==> src/rtl/irq_nest_pkg.sv <==
package irq_nest_pkg;

   localparam int NUM_LVL = 4;

   typedef logic [1:0] lvl_t;

   typedef enum logic [1:0] {
      CFG_ENABLE  = 2'd0,
      CFG_PRIO_LO = 2'd1,
      CFG_PRIO_HI = 2'd2,
      CFG_GLOBAL  = 2'd3
   } cfg_sel_e;

   typedef enum logic [1:0] {
      KIND_SW    = 2'd0,
      KIND_TIMER = 2'd1,
      KIND_EXT   = 2'd2
   } src_kind_e;

endpackage

==> src/rtl/irq_cfg_regs.sv <==
module irq_cfg_regs
   import irq_nest_pkg::*;
#(
   parameter int NUM_SRC = 8
) (
   input  logic               clk,
   input  logic               rst_n,
   input  logic               wr,
   input  cfg_sel_e           sel,
   input  logic [NUM_SRC-1:0] wdata,
   output logic [NUM_SRC-1:0] en_mask,
   output logic               glb_en,
   output logic [NUM_SRC-1:0] prio_lo,
   output logic [NUM_SRC-1:0] prio_hi
);

   always_ff @(posedge clk or negedge rst_n) begin
      if (!rst_n) begin
         en_mask <= '0;
         glb_en  <= 1'b0;
         prio_lo <= '0;
         prio_hi <= '0;
      end else if (wr) begin
         unique case (sel)
            CFG_ENABLE:  en_mask <= wdata;
            CFG_PRIO_LO: prio_lo <= wdata;
            CFG_PRIO_HI: prio_hi <= wdata;
            CFG_GLOBAL:  glb_en  <= wdata[0];
            default:     glb_en  <= glb_en;
         endcase
      end
   end

endmodule

==> src/rtl/irq_prio_arb.sv <==
module irq_prio_arb
   import irq_nest_pkg::*;
#(
   parameter int NUM_SRC = 8,
   parameter int IDX_W   = 3
) (
   input  logic [NUM_SRC-1:0] req,
   input  logic [NUM_SRC-1:0] prio_lo,
   input  logic [NUM_SRC-1:0] prio_hi,
   output logic               found,
   output logic [IDX_W-1:0]   win_idx,
   output lvl_t               win_lvl
);

   // Walk from the top index down; ">=" lets a lower index take a tie.
   always_comb begin
      found   = 1'b0;
      win_idx = '0;
      win_lvl = '0;
      for (int i = NUM_SRC - 1; i >= 0; i--) begin
         if (req[i] && (!found || {prio_hi[i], prio_lo[i]} >= win_lvl)) begin
            found   = 1'b1;
            win_lvl = {prio_hi[i], prio_lo[i]};
            win_idx = IDX_W'(i);
         end
      end
   end

endmodule

==> src/rtl/irq_insvc_track.sv <==
module irq_insvc_track
   import irq_nest_pkg::*;
(
   input  logic               clk,
   input  logic               rst_n,
   input  logic               push,
   input  lvl_t               push_lvl,
   input  logic               pop,
   output logic [NUM_LVL-1:0] insvc,
   output logic               busy,
   output lvl_t               cur_lvl
);

   logic [NUM_LVL-1:0] top_hot;

   always_comb begin
      cur_lvl = '0;
      top_hot = '0;
      for (int l = 0; l < NUM_LVL; l++) begin
         if (insvc[l]) begin
            cur_lvl = lvl_t'(l);
            top_hot = NUM_LVL'(1) << l;
         end
      end
   end

   assign busy = |insvc;

   always_ff @(posedge clk or negedge rst_n) begin
      if (!rst_n) begin
         insvc <= '0;
      end else if (pop) begin
         insvc <= insvc & ~top_hot;
      end else if (push) begin
         insvc <= insvc | (NUM_LVL'(1) << push_lvl);
      end
   end

endmodule

==> src/rtl/irq_nest_ctrl.sv <==
module irq_nest_ctrl
   import irq_nest_pkg::*;
#(
   parameter int                  NUM_SRC    = 8,
   parameter int                  ADDR_W     = 16,
   parameter int                  VEC_BASE   = 3,
   parameter int                  VEC_STRIDE = 8,
   parameter logic [2*NUM_SRC-1:0] SRC_KIND  = 16'h0066
) (
   input  logic               clk,
   input  logic               rst_n,
   input  logic [NUM_SRC-1:0] irq_flag,
   input  logic [NUM_SRC-1:0] ext_edge,
   input  logic               cfg_wr,
   input  logic [1:0]         cfg_sel,
   input  logic [NUM_SRC-1:0] cfg_wdata,
   input  logic               instr_last,
   input  logic               instr_blocks,
   input  logic               reti,
   output logic               vec_stb,
   output logic [ADDR_W-1:0]  vec_addr,
   output logic [NUM_SRC-1:0] flag_clr,
   output logic [3:0]         insvc
);

   localparam int IDX_W    = (NUM_SRC > 1) ? $clog2(NUM_SRC) : 1;
   localparam int TOP_ADDR = VEC_BASE + VEC_STRIDE * (NUM_SRC - 1);

   // Elaboration-time parameter checks
   if (NUM_SRC < 1 || NUM_SRC > 64) begin : g_bad_num
      $error("irq_nest_ctrl: NUM_SRC must be 1..64");
   end
   if (ADDR_W < 2 || ADDR_W > 32) begin : g_bad_aw
      $error("irq_nest_ctrl: ADDR_W must be 2..32");
   end
   if (ADDR_W < 32 && TOP_ADDR >= (64'd1 << ADDR_W)) begin : g_bad_map
      $error("irq_nest_ctrl: vector table exceeds ADDR_W");
   end
   if (NUM_LVL != 4) begin : g_bad_lvl
      $error("irq_nest_ctrl: tracker width must match insvc port");
   end

   logic [NUM_SRC-1:0] en_mask, prio_lo, prio_hi, req_q;
   logic               glb_en, found, busy, take;
   logic [IDX_W-1:0]   win_idx;
   lvl_t               win_lvl, cur_lvl;
   logic [NUM_SRC-1:0] clr_ok;

   irq_cfg_regs #(.NUM_SRC(NUM_SRC)) cfg_i (
      .clk     (clk),
      .rst_n   (rst_n),
      .wr      (cfg_wr),
      .sel     (cfg_sel_e'(cfg_sel)),
      .wdata   (cfg_wdata),
      .en_mask (en_mask),
      .glb_en  (glb_en),
      .prio_lo (prio_lo),
      .prio_hi (prio_hi)
   );

   assign req_q = irq_flag & en_mask & {NUM_SRC{glb_en}};

   irq_prio_arb #(.NUM_SRC(NUM_SRC), .IDX_W(IDX_W)) arb_i (
      .req     (req_q),
      .prio_lo (prio_lo),
      .prio_hi (prio_hi),
      .found   (found),
      .win_idx (win_idx),
      .win_lvl (win_lvl)
   );

   irq_insvc_track trk_i (
      .clk      (clk),
      .rst_n    (rst_n),
      .push     (take),
      .push_lvl (win_lvl),
      .pop      (reti),
      .insvc    (insvc),
      .busy     (busy),
      .cur_lvl  (cur_lvl)
   );

   assign take = found && instr_last && !instr_blocks && !reti &&
                 (!busy || (win_lvl > cur_lvl));

   // Per-source hardware-clear policy chosen by kind
   for (genvar g = 0; g < NUM_SRC; g++) begin : g_clr
      localparam logic [1:0] KIND = SRC_KIND[2*g +: 2];
      if (KIND == KIND_TIMER) begin : g_timer
         assign clr_ok[g] = 1'b1;
      end else if (KIND == KIND_EXT) begin : g_ext
         assign clr_ok[g] = ext_edge[g];
      end else begin : g_sw
         assign clr_ok[g] = 1'b0;
      end
   end

   always_ff @(posedge clk or negedge rst_n) begin
      if (!rst_n) begin
         vec_stb  <= 1'b0;
         vec_addr <= '0;
         flag_clr <= '0;
      end else begin
         vec_stb  <= take;
         flag_clr <= take ? ((NUM_SRC'(1) << win_idx) & clr_ok) : '0;
         if (take) begin
            vec_addr <= ADDR_W'(VEC_BASE + VEC_STRIDE * int'(win_idx));
         end
      end
   end

endmodule

==> config.mk <==
export PLATFORM = sky130hd
export DESIGN_NAME = irq_nest_ctrl
export DESIGN_NICKNAME = d
export VERILOG_FILES = /design/src/rtl/irq_nest_pkg.sv /design/src/rtl/irq_cfg_regs.sv /design/src/rtl/irq_prio_arb.sv /design/src/rtl/irq_insvc_track.sv /design/src/rtl/irq_nest_ctrl.sv
export SDC_FILE = /design/constraint.sdc
export NUM_CORES = 1
export LEC_CHECK = 0
export BUFFER_PORTS_ARGS = -buffer_cell sky130_fd_sc_hd__buf_4
export CAP_MARGIN = 20
export CORE_AREA = 4 4 73 75
export DETAILED_ROUTE_END_ITERATION = 10
export DIE_AREA = 0 0 77 79
export PLACE_DENSITY = 0.79
export SLEW_MARGIN = 20
export SYNTH_ARGS = -nofsm -noshare
export SYNTH_HDL_FRONTEND = slang
export SYNTH_SLANG_ARGS = --single-unit
==> constraint.sdc <==
create_clock -name clk -period 12.63 [get_ports clk]
set_input_delay 1.263 -clock clk [delete_from_list [all_inputs] [get_ports clk]]
set_output_delay 1.263 -clock clk [all_outputs]
set_load 0.05 [all_outputs]
==> results by group <==
Clock tree
  • Clk pin slew, worst setup/hold paths: 80 ps
  • CTS tree: done
  • TritonCTS Sinks: 38
  • Clk root buf: clkbuf_8
  • Post-CTS Setup Repair Bufs: 0
  • Max Buffers Root-to-Sink: 2
  • Clk_lat worst skew: 290 ps
  • Post-cts resize count: 0
  • # hold bufs at CTS: 0
  • Total CTS buffers: 5
  • H-tree depth: 2

Finish
  • Area growth from synthesis to layout: 16.1%
  • Most frequent cells in the layout: 40 x buf_4, 38 x dfrtp_1, 27 x mux2_2
  • Most common cell after layout, fill and taps aside: buf_4
  • ANT cells: 0
  • Post-layout util: 61.8%
  • Share of cells above drive strength 1: 34.5%
  • # nets final: 325

Power and ir drop
  • Tot Pwr: 0.000456 W
  • Switching power: 0.000177 W
  • PwrDens: 158 mW/mm²
  • Cell-internal power: 0.000280 W
  • Sw frac: 38.7%
  • Flop pwr share: 36.3%
  • P_leak: 1.38 nW
  • Clock power frac: 22.0%
  • Comb power frac: 41.7%
  • Worst vdd ir: 0.0000821 V

Setup path
  • Most common cell on crit path: ha_1
  • Reg-to-Reg End: vec_addr[4]
  • Crit path launch: irq_flag[7]
  • Setup crit start kind: primary input
  • R2R Path Start: cfg_i.glb_en
  • Worst setup path endpoint: vec_addr[4]
  • Required @ worst endpoint: 12810 ps
  • Crit end category: register
  • Crit path DAT: 11910 ps
  • Critical path fanouts, max: 8
  • R2R Setup Slk: 1160 ps
  • Worst path bufs/invs: 3
  • Worst R2R Path Depth: 47
  • Crit Path Class: primary input to register
  • Crit path max-delay cell type: a211oi_1
  • Crit-path max cell delay: 530 ps
  • Cell family with most CP delay: compound AO/OA/AOI/OAI gates
  • Critical path depth: 48

GRT
  • Global-route usage over all layers: 18.1%
  • First-pass GRT wire length: 8690 µm
  • Initial antenna violation count: 0
  • Largest net degree at the start of global routing: 39
  • Vias in the first global route: 1855
  • Final global-route overflow total: 0

Synth
  • Fraction of registers with async set or reset after synthesis: 100%
  • YS warnings: 0
  • Top cell type's share of synthesized area: 38.3%
  • Synth Cell Area: 0.00248 mm²
  • Synth area leader: dfrtp_1
  • Synth Area in Compound Gates: 17.2%
  • Mapped Avg Cell Area: 10.6 µm²
  • FF+latch count, synth: 38
  • Simple-gate portion of the synthesized area: 15.2%
  • Netlist cell types: 59
  • Mapped Cells: 234
  • Synth Area in XOR/XNOR: 0%
  • Synth Area in Adders: 8.07%
  • Sequential fraction of the synthesis area: 38.3%
  • Largest family of logic cells by synthesized area: compound AO/OA/AOI/OAI gates
  • Top post-synthesis cells by area: dfrtp_1 38%, mux2_2 12%, ha_1 8.1%
  • EDFF count, synth: 0
  • Mux contribution to synthesized area: 13.5%
  • Ys flop type: dfrtp_1

Floorplanning
  • Die ar.: 0.00608 mm²
  • Initial Util: 53.2%
  • FP Rows: 25
  • Die Wd: 77 µm
  • Core Area: 0.00466 mm²
  • Die height: 79 µm
  • # IOs: 61

Routing
  • Drt first pass iters: 4
  • Wirelength, routed: 5170 µm
  • DR WL/cell: 15.6 µm
  • DRC Markers: 0
  • Via Count: 1897
  • Detail Route Antenna Nets: 0
  • Via-to-Cell Ratio: 5.71
  • Starting DRT DRC Count: 135

Run status
  • Status: finished, final reports clean

Run
  • Maxcap violations: 0

STA
  • Min cycle time layout: 11730 ps
  • F_max: 85.2 MHz
  • Max-slew violations: 0
  • Final Hold Viols: 0
  • Slew headroom: 43.7%
  • Setup TNS: 0 ps
  • Clock Skews: 9.02 ps
  • Worst Max-Slew Pin Slew: 844 ps
  • Final Cycle Share: 92.9%
  • RSZ-0062 raised after global routing: no
  • Final setup viols: 0

Min path
  • Min-Delay Path Class: register to register
  • Cell depth of the worst hold path: 1

Place
  • GP Congestion: 0.796
  • HPWL Detailed: 4000 µm
  • PortBufs: 39
[worst register-to-register path: cells and delay by family (launching register included)]
family          cells  cell delay (ps)
fa+ha+maj           8             2010
flops               1              750
mux                 1              350
simple gates       16             2930
compound gates     20             5070
buf+inv             2              240
[sequential cells by signal, summed over array words and instances, names as in the netlist]
| signal | count |
|---|---|
| cfg_i.en_mask | 8 |
| cfg_i.prio_hi | 8 |
| cfg_i.prio_lo | 8 |
| flag_clr | 4 |
| trk_i.insvc | 4 |
| vec_addr | 4 |
| cfg_i.glb_en | 1 |
| vec_stb | 1 |
[synth_stat cells (2+ instances only)]
library cell,count
mux2i_1,3
nor3b_1,2
o21a_1,2
o2bb2ai_1,2
nand4_1,3
and2_1,2
o21bai_1,4
nor2b_1,2
or2_2,2
buf_4,16
o31ai_1,2
nand3_1,9
nand2_1,13
o211a_1,2
o21ai_0,3
nand3b_1,4
o221ai_1,3
a21oi_1,4
dfrtp_1,38
a21oi_2,3
a21oi_4,2
nand2b_1,8
nor2_1,10
inv_1,15
mux2_2,27
ha_1,16
a211oi_1,2
a21o_1,2
o21ai_2,2
nor3_1,2
[layer usage]
layer / vias to the layer above / global-route usage [%] / share of wire (%)
li1: 914 / - / -
met1: 922 / 22.1 / 44
met2: 56 / 31.4 / 49
met3: 5 / 4.31 / 5.3
met4: 0 / 6.23 / 1.4
met5: - / 0 / 0
[cells by family (layout without fill, tap and decap cells)]
kind of cell               Yosys count  in the layout
adders and majority gates           16             16
DFF                                 38             38
other                                1             15
buffers and inverters               34             64
and+or+nand+nor                     67             67
AOI/OAI and AO/OA                   48             48
muxes                               30             30
[power by group through the flow]
stage	clock network [W]	logic, W	registers [W]
floorplan	0	0.000129	0.000183
global placement	0	0.000185	0.000166
detailed placement	0	0.000190	0.000167
CTS	0.000103	0.000191	0.000165
global route	0.000108	0.000211	0.000169
finish	0.000100	0.000190	0.000165
[worst min-delay path by stage]
stage | startpoint | endpoint | slack, ps
after floorplan | cfg_i.prio_lo[0] | cfg_i.prio_lo[0] | 480
after global placement | vec_addr[3] | vec_addr[3] | 480
after detailed placement | vec_addr[1] | vec_addr[1] | 500
after CTS | vec_addr[3] | vec_addr[3] | 520
after global routing | vec_addr[1] | vec_addr[1] | 550
final | vec_addr[1] | vec_addr[1] | 510
[final cells by class]
class | count | area, µm²
fillers | 399 | 1780
multi-input cells | 176 | 1390
flip-flops and latches | 38 | 951
repair buffers | 40 | 300
clock buffers | 5 | 68.8
well taps | 54 | 67.6
inverters | 16 | 60.1
clock inverters | 3 | 40.0
[per-stage QoR]
stage	setup slack [ps]	std cells	hold WS (ps)	cell area (µm²)
after floorplan	1720	248	479	2530
after global placement	816	324	483	2770
after detailed placement	673	324	495	2770
after CTS	972	332	517	2880
after global routing	225	332	551	2880
final	899	332	513	2880
No activity file was read; power rests on OpenSTA's default activity.
